File: config.mk
export PLATFORM = sky130hd
export DESIGN_NAME = lsx_top
export DESIGN_NICKNAME = d
export VERILOG_FILES = /design/src/rtl/lsx_pkg.sv /design/src/rtl/lsx_align_chk.sv /design/src/rtl/lsx_load_extract.sv /design/src/rtl/lsx_store_lanes.sv /design/src/rtl/lsx_top.sv
export SDC_FILE = /design/constraint.sdc
export NUM_CORES = 1
export LEC_CHECK = 0
export ABC_CLOCK_PERIOD_IN_PS = 5500
export BUFFER_PORTS_ARGS = -buffer_cell sky130_fd_sc_hd__buf_2
export CORE_UTILIZATION = 52
export DETAILED_ROUTE_END_ITERATION = 8
export PLACE_DENSITY = 0.86
export SETUP_SLACK_MARGIN = 0.4
export SYNTH_ARGS = -nofsm -noshare
export SYNTH_HDL_FRONTEND = slang
export SYNTH_SLANG_ARGS = --single-unit
export TNS_END_PERCENT = 30
File: constraint.sdc
create_clock -name clk -period 5.5 [get_ports clk]
set_input_delay 0 -clock clk [delete_from_list [all_inputs] [get_ports clk]]
set_output_delay 0 -clock clk [all_outputs]
set_load 0.1 [all_outputs]
File: src/rtl/lsx_pkg.sv
package lsx_pkg;

    typedef enum logic [2:0] {
        LK_UBYTE  = 3'd0,
        LK_UHALF  = 3'd1,
        LK_UWORD  = 3'd2,
        LK_DWORD  = 3'd3,
        LK_SBYTE  = 3'd4,
        LK_SHALF  = 3'd5,
        LK_SWORD  = 3'd6,
        LK_SDWORD = 3'd7
    } lsx_kind_e;

    localparam int unsigned LSX_SIZE_W = 2;

endpackage

File: src/rtl/lsx_align_chk.sv
module lsx_align_chk #(
    parameter int unsigned OFF_W = 3
) (
    input  logic [1:0]       size_log2,
    input  logic [OFF_W-1:0] offset,
    output logic             misaligned
);
    logic [OFF_W-1:0] low_mask;

    always_comb begin
        low_mask   = OFF_W'((32'd1 << size_log2) - 32'd1);
        misaligned = (offset & low_mask) != '0;
    end
endmodule

File: src/rtl/lsx_load_extract.sv
module lsx_load_extract
    import lsx_pkg::*;
#(
    parameter int unsigned DATA_W = 64,
    parameter int unsigned OFF_W  = 3
) (
    input  lsx_kind_e         kind,
    input  logic              dst32,
    input  logic [OFF_W-1:0]  offset,
    input  logic [DATA_W-1:0] rdata,
    output logic [DATA_W-1:0] value,
    output logic              w32
);
    localparam int unsigned HALF_W = DATA_W / 2;

    logic [DATA_W-1:0] shifted;
    logic [7:0]        b;
    logic [15:0]       h;
    logic [HALF_W-1:0] w;

    always_comb begin
        shifted = rdata >> {offset, 3'b000};
        b       = shifted[7:0];
        h       = shifted[15:0];
        w       = shifted[HALF_W-1:0];
        value   = '0;
        w32     = 1'b0;
        unique case (kind)
            LK_UBYTE: begin
                value = {{(DATA_W-8){1'b0}}, b};
                w32   = dst32;
            end
            LK_UHALF: begin
                value = {{(DATA_W-16){1'b0}}, h};
                w32   = dst32;
            end
            LK_UWORD: begin
                value = {{HALF_W{1'b0}}, w};
                w32   = dst32;
            end
            LK_SBYTE: begin
                if (dst32)
                    value = {{HALF_W{1'b0}}, {(HALF_W-8){b[7]}}, b};
                else
                    value = {{(DATA_W-8){b[7]}}, b};
                w32 = dst32;
            end
            LK_SHALF: begin
                if (dst32)
                    value = {{HALF_W{1'b0}}, {(HALF_W-16){h[15]}}, h};
                else
                    value = {{(DATA_W-16){h[15]}}, h};
                w32 = dst32;
            end
            LK_SWORD: begin
                value = {{HALF_W{w[HALF_W-1]}}, w};
                w32   = 1'b0;
            end
            LK_DWORD, LK_SDWORD: begin
                value = shifted;
                w32   = 1'b0;
            end
            default: begin
                value = '0;
                w32   = 1'b0;
            end
        endcase
    end
endmodule

File: src/rtl/lsx_store_lanes.sv
module lsx_store_lanes #(
    parameter int unsigned DATA_W = 64,
    parameter int unsigned OFF_W  = 3
) (
    input  logic [1:0]          size_log2,
    input  logic [OFF_W-1:0]    offset,
    input  logic [DATA_W-1:0]   wdata,
    output logic [DATA_W/8-1:0] strb,
    output logic [DATA_W-1:0]   lanes
);
    localparam int unsigned LANES = DATA_W / 8;

    logic [OFF_W:0]   first;
    logic [OFF_W:0]   past_end;
    logic [OFF_W-1:0] wrap_mask;

    always_comb begin
        first     = {1'b0, offset};
        past_end  = first + (OFF_W+1)'(32'd1 << size_log2);
        wrap_mask = OFF_W'((32'd1 << size_log2) - 32'd1);
    end

    for (genvar i = 0; i < LANES; i++) begin : g_lane
        logic [OFF_W-1:0] src;
        always_comb begin
            strb[i] = ((OFF_W+1)'(i) >= first) && ((OFF_W+1)'(i) < past_end);
            src     = OFF_W'(i) & wrap_mask;
            lanes[i*8 +: 8] = wdata[{src, 3'b000} +: 8];
        end
    end
endmodule

File: src/rtl/lsx_top.sv
module lsx_top
    import lsx_pkg::*;
#(
    parameter int unsigned DATA_W = 64,
    localparam int unsigned LANES = DATA_W / 8,
    localparam int unsigned OFF_W = $clog2(LANES)
) (
    input  logic              clk,
    input  logic              rst_n,
    input  logic              in_valid,
    input  logic              in_store,
    input  logic [2:0]        in_kind,
    input  logic              in_dst32,
    input  logic [OFF_W-1:0]  in_addr_lo,
    input  logic [DATA_W-1:0] in_rdata,
    input  logic [DATA_W-1:0] in_wdata,
    output logic              out_valid,
    output logic [DATA_W-1:0] out_ldata,
    output logic              out_w32,
    output logic [LANES-1:0]  out_wstrb,
    output logic [DATA_W-1:0] out_wdata,
    output logic              out_misalign
);
    lsx_kind_e         kind;
    logic [1:0]        size_log2;
    logic              mis;
    logic [DATA_W-1:0] ld_val;
    logic              ld_w32;
    logic [LANES-1:0]  st_strb;
    logic [DATA_W-1:0] st_lanes;

    logic              n_valid;
    logic [DATA_W-1:0] n_ldata;
    logic              n_w32;
    logic [LANES-1:0]  n_wstrb;
    logic [DATA_W-1:0] n_wdata;
    logic              n_mis;

    assign kind      = lsx_kind_e'(in_kind);
    assign size_log2 = in_kind[1:0];

    lsx_align_chk #(.OFF_W(OFF_W)) u_align (
        .size_log2  (size_log2),
        .offset     (in_addr_lo),
        .misaligned (mis)
    );

    lsx_load_extract #(.DATA_W(DATA_W), .OFF_W(OFF_W)) u_load (
        .kind   (kind),
        .dst32  (in_dst32),
        .offset (in_addr_lo),
        .rdata  (in_rdata),
        .value  (ld_val),
        .w32    (ld_w32)
    );

    lsx_store_lanes #(.DATA_W(DATA_W), .OFF_W(OFF_W)) u_store (
        .size_log2 (size_log2),
        .offset    (in_addr_lo),
        .wdata     (in_wdata),
        .strb      (st_strb),
        .lanes     (st_lanes)
    );

    always_comb begin
        n_valid = in_valid;
        n_ldata = '0;
        n_w32   = 1'b0;
        n_wstrb = '0;
        n_wdata = '0;
        n_mis   = 1'b0;
        if (in_valid) begin
            n_mis = mis;
            if (!mis) begin
                if (in_store) begin
                    n_wstrb = st_strb;
                    n_wdata = st_lanes;
                end else begin
                    n_ldata = ld_val;
                    n_w32   = ld_w32;
                end
            end
        end
    end

    always_ff @(posedge clk) begin
        if (!rst_n) begin
            out_valid    <= 1'b0;
            out_ldata    <= '0;
            out_w32      <= 1'b0;
            out_wstrb    <= '0;
            out_wdata    <= '0;
            out_misalign <= 1'b0;
        end else begin
            out_valid    <= n_valid;
            out_ldata    <= n_ldata;
            out_w32      <= n_w32;
            out_wstrb    <= n_wstrb;
            out_wdata    <= n_wdata;
            out_misalign <= n_mis;
        end
    end
endmodule

==> metrics.log, run 1 <==
INFO  metric drt.antenna.violating_nets = 0
INFO  metric timing.critical_path.arrival = 3760 ps
INFO  metric remaining_drc_errors = 0
INFO  metric yosys.area_share.xor_xnor = 0.00404
INFO  metric number_of_fillers_in_the_final_layout = approximately 780
INFO  metric port-buffer-count = approximately 280
INFO  metric path_cells = buf_2, buf_4, nor2_1, inv_2, ha_1, a211oi_2, nand2_1, a21oi_1, dlygate4sd3_1
INFO  metric synthesis.area = ~6500 sq um
INFO  metric antenna_found_initial = 8
INFO  metric ir_drop = 0.235 mV
INFO  metric worstPathMaxFanout = 57
INFO  metric postSynthRegisterBits = around 140
INFO  metric grt_max_degree = between 50 and 60
INFO  metric synth_seq_area_share = 0.428
INFO  metric drt-total-wl = 27000 um
INFO  metric postCtsHoldBufs = 96
INFO  metric tns_setup = 0 ps
INFO  metric postCtsSetupRepairBufs = 0
INFO  metric worstHoldPathCells = 4
INFO  metric post-dp-hpwl = 15200 um
INFO  metric cp.required = 5870 ps
INFO  metric transition_at_the_pin_with_the_smallest_max_transition_slack = roughly 1300 ps
INFO  metric path_buf_inv = 4
INFO  metric cts_tree = yes
INFO  metric cts_num_sinks = 139
INFO  metric syn-mean-instance-area = roughly 9.5 sq um
INFO  metric drtPass1Iterations = 5
INFO  metric maxSlewHeadroom = 0.151
INFO  metric hold_viol_final = 0
INFO  metric finalNetCount = roughly 1200
INFO  metric min-delay-path-class = input pin to register
INFO  metric clkTransAtPathRegs = 70 ps
INFO  metric hold-path-endpoint = out_ldata[43]$_SDFF_PP0_
INFO  metric ios = approximately 280
INFO  metric die_area = between 10000 and 15000 sq um
INFO  metric htreeDepth = 4
INFO  metric crit_path_top_delay_cell = nand2_1
INFO  metric leakagePower = between 4 and 5 nW
INFO  metric initial_core_util = 0.537
INFO  metric clock-root-buffer = clkbuf_16
INFO  metric std_cell_rows = 40
INFO  metric layout_common_cells = buf_2 (276), dfxtp_1 (139), dlygate4sd3_1 (96)
INFO  metric grt_use_total = 0.420
INFO  metric grt_pass1_vias = about 7300
INFO  metric synthSimpleGateAreaFrac = 0.110
INFO  metric drv.max_cap_violation_count = 0
INFO  metric detailroute.via_count = around 7400
INFO  metric cpPeakStageDelay = a little under 700 ps
INFO  metric cell_family_with_the_largest_share_of_critical_path_delay = buffers and inverters
INFO  metric area_share_of_fa_ha_maj_cells_after_synthesis = 0.00769
INFO  metric outcome = complete, no violations
INFO  metric gpl.final_weighted_congestion = between 0.9 and 1
INFO  metric synth_cell_type_count = 49
INFO  metric setup_viol_count_final = 0
INFO  metric remaining_overflow_grt = 0
INFO  metric rsz_0062_raised_after_global_routing = false
INFO  metric drt_first_iter_violations = approximately 930
INFO  metric startpoint_type = input pin
INFO  metric synthesis.nets = between 800 and 900
INFO  metric final_period_minus_worst_setup_slack = 3400 ps
INFO  metric setup.worst_path.end_class = register
INFO  metric power.density_cell_area = 284 nW/um^2
INFO  metric post_route_cells_drive_above_1_share = 0.359
INFO  metric die_span_in_y = around 110 um
INFO  metric dieWidth = 114 um
INFO  metric maxSlewViolCount = 0
INFO  metric cts_repair_resize_count = 0
INFO  metric gate_count_after_technology_mapping = around 690
INFO  metric route.detailed.vias_per_inst = between 6 and 7
INFO  metric timing.fmax = roughly 0.29 GHz
INFO  metric synth_top_family_by_area = multiplexers
INFO  metric ys_warn_count = 0
INFO  metric mostFrequentLayoutCell = buf_2
INFO  metric cts-buffers-inserted = 17
INFO  metric grt_pass1_wl = ~40000 um
INFO  metric routedWlPerCell = approximately 22 um
INFO  metric holdCritStartpoint = in_rdata[51]
INFO  metric synth_compound_area_frac = 0.186
INFO  metric final_min_period_over_clock_period = 0.618
INFO  metric total_power = approximately 2.7 mW
INFO  metric design.core.area = ~12000 sq um
INFO  metric layout_overhead_on_the_synthesized_area = 43.9%
INFO  metric clk_path_buf_depth = 2
INFO  metric holdWs = ~38 ps
INFO  metric timing_worst_setup_path_type = input pin to register
INFO  metric synth.area.mux_share = 0.201
## final cells by class
class,count,area (sq um),area share
clock buffers,20,437,0.0466
multi-input cells,463,3310,0.354
repair buffers,381,2410,0.257
diodes,5,12.5,0.00134
well taps,168,210,0.0224
clock inverters,12,114,0.0122
inverters,23,86.3,0.00922
flip-flops and latches,139,2780,0.297
## power breakdown
group,total (mW),switching [mW],internal (mW)
clock network,1.10,0.472,0.627
registers,1.03,0.00608,1.02
logic,0.534,0.344,0.190
## how the worst max path moves through the flow
stage	slack (ps)	to	startpoint	cells past startpoint
after floorplan	3510	out_ldata[22]$_SDFF_PP0_	in_kind[0]	12
after global routing	1750	out_wdata[32]$_SDFF_PP0_	in_kind[1]	9
after CTS	2660	out_ldata[40]$_SDFF_PP0_	in_kind[1]	9
after global placement	2410	out_ldata[60]$_SDFF_PP0_	in_kind[1]	9
final	2100	out_wdata[32]$_SDFF_PP0_	in_kind[1]	9
after detailed placement	2220	out_ldata[49]$_SDFF_PP0_	in_kind[1]	9
## registers in the layout, indices dropped and copies added, names as in the netlist
| register | flops |
|---|---|
| out_ldata | 64 |
| out_valid | 1 |
| out_misalign | 1 |
| out_w32 | 1 |
| out_wdata | 64 |
| out_wstrb | 8 |
## through the flow
stage                     utilization  setup WS, ps  instance area (sq um)  std cells
after floorplan                     -          3510                   6510        688
after global placement          0.647          2410                   7840       1078
after detailed placement        0.647          2220                   7840       1078
after CTS                       0.772          2660                   9350       1206
after global routing            0.773          1750                   9360       1209
final                           0.773          2100                   9360       1211
## metal layers
metal	up-vias	wire, um	track usage
met3	193	3080	0.150
li1	3144	-	-
met1	3404	9210	0.461
met4	2	2180	0.317
met2	622	12500	0.670
met5	-	14	0
## worst min-delay path: stages
cell	delay [ps]
buf_2	130
o2bb2ai_1	140
nand2_1	70
a31oi_1	70
## synth_stat cells (all sizes together)
library cell	count	area, sq um
a2bb2oi	7	61.3
o22a	1	8.76
buf	43	253
a32oi	2	25.0
mux4	15	338
inv	23	86.3
nor2b	12	75.1
xor2	1	8.76
ha	4	50.1
a211o	2	17.5
dfxtp	139	2780
a21boi	1	18.8
nor2	48	180
xnor2	2	17.5
o211ai	1	7.51
o221ai	1	15.0
a21o	2	15.0
mux2	26	297
a211oi	26	200
a22oi	1	7.51
mux2i	67	671
and4b	1	10.0
and2	4	25.0
a31oi	35	225
a221oi	2	17.5
or2	1	6.26
nand3	3	15.0
and3	9	56.3
o22ai	14	87.6
nand2	85	319
a21oi	62	348
a32o	1	10.0
o2bb2ai	7	61.3
clkbuf	20	75.1
and3b	1	8.76
o21ai	14	70.1
nor3	2	10.0
a2111oi	1	15.0
nand2b	2	12.5
## logic make-up (layout without fill, tap and decap cells)
family          Yosys count  after routing
compound gates          180            180
simple gates            168            168
flops                   139            139
mux                     108            108
buf+inv                  86            436
fa+ha+maj                 4              4
xor+xnor                  3              3
other cells               0              5
(Power assumes the default switching activity.)
==> inputs of run 2 (changes only) <==
--- a/config.mk
+++ b/config.mk
@@ -5,11 +5,12 @@
 export SDC_FILE = /design/constraint.sdc
 export NUM_CORES = 1
 export LEC_CHECK = 0
-export ABC_CLOCK_PERIOD_IN_PS = 5500
+export ABC_AREA = 1
+export ABC_CLOCK_PERIOD_IN_PS = 3040
 export BUFFER_PORTS_ARGS = -buffer_cell sky130_fd_sc_hd__buf_2
-export CORE_UTILIZATION = 52
+export CORE_UTILIZATION = 44
 export DETAILED_ROUTE_END_ITERATION = 8
-export PLACE_DENSITY = 0.86
+export PLACE_DENSITY = 0.77
 export SETUP_SLACK_MARGIN = 0.4
 export SYNTH_ARGS = -nofsm -noshare
 export SYNTH_HDL_FRONTEND = slang
==> constraint.sdc (replaced) <==
create_clock -name clk -period 3.04 [get_ports clk]
set_input_delay 0 -clock clk [delete_from_list [all_inputs] [get_ports clk]]
set_output_delay 0 -clock clk [all_outputs]
set_load 0.1 [all_outputs]
==> run 2 against run 1 <==
Core utilization fell by 13 points. Final area is 4.4% higher. Highest routed layer unchanged. Sequential power rose by 81%. Die area grew 25%. Largest cell class unchanged. Hold slack got worse by 9.8 ps.
==> metrics.log, run 2 <==
INFO  metric async_reset_ff_frac = 0
INFO  metric syn-mean-instance-area = about 6.5 sq um
INFO  metric detailroute.via_count = 8505
INFO  metric p_sw = 1.52 mW
INFO  metric routedWlPerCell = roughly 17 um
INFO  metric clock-root-buffer = clkbuf_16
INFO  metric grt_use_total = 0.329
INFO  metric power.switching_fraction = 0.309
INFO  metric grt_pass1_wl = a little over 40000 um
INFO  metric gate_count_after_technology_mapping = between 1000 and 1500
INFO  metric gpl.final_weighted_congestion = just over 1
INFO  metric preCtsSetupSlack = 530 ps
INFO  metric cpPeakStageDelay = ~590 ps
INFO  metric ir_drop = ~0.4 mV
INFO  metric grt_max_degree = 54
INFO  metric maxSlewHeadroom = 0.495
INFO  metric drtPass1Iterations = 6
INFO  metric postSynthRegisterBits = 139
INFO  metric power.share.sequential = 0.378
INFO  metric synth_flop_cell = dfxtp_1
INFO  metric remaining_overflow_grt = 0
INFO  metric final_non_filler_cells = 1617
INFO  metric yosys.cell_count.top_type = nand2_1
INFO  metric layout_common_cells = nand2_1 (286), buf_2 (277), dfxtp_1 (139)
INFO  metric drt.antenna.violating_nets = 0
INFO  metric drt-total-wl = 27400 um
INFO  metric worstPathMaxFanout = 53
INFO  metric drt_first_iter_violations = 915
INFO  metric rsz_0062_raised_after_global_routing = false
INFO  metric timing.final.ws_setup = 660 ps
INFO  metric top_regs = out_ldata (64), out_wdata (64), out_wstrb (8)
INFO  metric post-dp-hpwl = 19000 um
INFO  metric final_period_minus_worst_setup_slack = around 2400 ps
INFO  metric mostFrequentLayoutCell = nand2_1
INFO  metric numPlacedInstances = 1502
INFO  metric route.detailed.vias_per_inst = ~5.3
INFO  metric tns_setup = 0 ps
INFO  metric dieWidth = between 100 and 150 um
INFO  metric clock_network_fraction_of_design_power = 0.425
INFO  metric postCtsSetupRepairBufs = 0
INFO  metric std_cell_rows = 45
INFO  metric leakagePower = about 5.6 nW
INFO  metric internal-power = 3.40 mW
INFO  metric antenna_found_initial = 4
INFO  metric outcome = complete, no violations
INFO  metric setup.worst_path.end_class = register
INFO  metric cts_tree = yes
INFO  metric synthesis.nets = approximately 1200
INFO  metric path_buf_inv = 5
INFO  metric htreeDepth = 4
INFO  metric pwr-share-comb = 0.197
INFO  metric ys_warn_count = 0
INFO  metric post-synth-top-area-fraction = 0.402
INFO  metric final_min_period_over_clock_period = 0.783
INFO  metric cp.required = 3410 ps
INFO  metric timing_worst_setup_path_type = input pin to register
INFO  metric transition_at_the_pin_with_the_smallest_max_transition_slack = between 700 and 800 ps
INFO  metric power.density_cell_area = roughly 500 nW/um^2
INFO  metric synth_top_cells_by_area = dfxtp_1 (40%), nand2_1 (16%), nand3_1 (7.2%)
INFO  metric layout_overhead_on_the_synthesized_area = 41.3%
INFO  metric crit_path_top_delay_cell = dlygate4sd3_1
INFO  metric clkTransAtPathRegs = ~60 ps
INFO  metric hold_viol_final = 0
INFO  metric timing.critical_path.arrival = ~2800 ps
INFO  metric cts_num_sinks = roughly 140
INFO  metric cell_family_with_the_largest_share_of_critical_path_delay = buffers and inverters
INFO  metric setup_viol_count_final = 0
INFO  metric drv.max_cap_violation_count = 0
INFO  metric cts_repair_resize_count = 0
INFO  metric die_area = about 16000 sq um
INFO  metric finalNetCount = roughly 1500
INFO  metric timing.fmax = about 0.42 GHz
INFO  metric path_cells = buf_2, nor2_4, inv_1, ha_1, nor2_4, nand2_2, buf_4, nor2_1, o21ai_0, dlygate4sd3_1, inv_1
INFO  metric min-delay-path-class = input pin to register
INFO  metric maxSlewViolCount = 0
INFO  metric synth_seq_area_share = 0.402
INFO  metric post_synth_edffs = 0
INFO  metric clk_path_buf_depth = 2
INFO  metric ios = between 200 and 300
INFO  metric synthesis.area = between 6000 and 7000 sq um
INFO  metric die_span_in_y = ~130 um
INFO  metric initial_core_util = 0.453
INFO  metric design.core.area = 15300 sq um
INFO  metric synth_top_area_cell = dfxtp_1
INFO  metric yosys-top-cells-count = nand2_1 (287), dfxtp_1 (139), inv_1 (120)
INFO  metric port-buffer-count = around 280
INFO  metric cts-buffers-inserted = 17
INFO  metric synth_cell_type_count = 33
INFO  metric post_route_cells_drive_above_1_share = 0.249
INFO  metric remaining_drc_errors = 0
INFO  metric startpoint_type = input pin
INFO  metric grt_pass1_vias = between 7000 and 8000
[run 2: cell types whose count changed after synthesis, moves of 14 or more]
cell and delta:
mux2_2 -24, nor2_1 +70, buf_2 +16, o22ai_1 -14, mux4_2 -15, mux2i_1 -67
a21oi_1 +37, nand2_1 +202, a211oi_1 -24, inv_1 +99, a31oi_1 -26, nand3_1 +96
o21ai_1 +15, o21ai_0 +45
[run 2: logic make-up (layout without fill, tap and decap cells)]
kind of cell	count (synthesis)	after routing	share of synthesized area
AO/OA/AOI/OAI	197	197	0.154
adder cells (fa/ha/maj)	4	4	0.00723
buffers and inverters	196	530	0.116
flip-flops	139	139	0.402
other	0	3	0
AND/OR/NAND/NOR	533	533	0.321
[run 2: worst paths after layout]
path / slack (ps) / end / cells after the start / from
worst min-delay path: 30 / out_wdata[9]$_SDFF_PP0_ / 3 / in_wdata[9]
worst max-delay path: 660 / out_wdata[58]$_SDFF_PP0_ / 11 / in_kind[0]
[run 2: power by group through the flow]
stage,logic [mW],clock network [mW],registers (mW)
3_3_place_gp,0.865,0,1.90
2_1_floorplan,0.399,0,2.10
3_5_place_dp,0.866,0,1.90
5_1_grt,1.03,2.19,1.86
4_1_cts,0.940,2.11,1.86
6_report,0.969,2.09,1.86
[run 2: per-stage QoR]
step                hold slack [ps]  power (mW)  utilization  instance area, sq um
floorplan                       139        2.50            -                  6920
global placement                233        2.76        0.548                  8370
detailed placement              235        2.76        0.548                  8370
CTS                            2.02        4.91        0.640                  9770
global route                   28.6        5.08        0.641                  9770
finish                         28.5        4.92        0.641                  9770
[run 2: per-layer routing]
layer  routed length, um  up-vias  share of wire  global-route usage
met5                  13        -        0.00047                   0
met4                1480        2          0.054               0.189
met3                2530      116          0.092              0.0737
met2               13000      531           0.47               0.559
met1               10400     3829           0.38               0.380
li1                    -     4027              -                   -
[run 2: area by class of cell]
cell class	instances	area, sq um
well taps	211	264
repair buffers	373	2310
clock buffers	18	439
flip-flops and latches	139	2780
diodes	3	7.51
clock inverters	14	160
multi-input cells	734	3340
inverters	125	472
fillers	1331	5480
[run 2: what timing repair did]
action                     CTS  global route
hold buffers                80             0
setup endpoints to repair    0             0
hold endpoints to repair    68             0
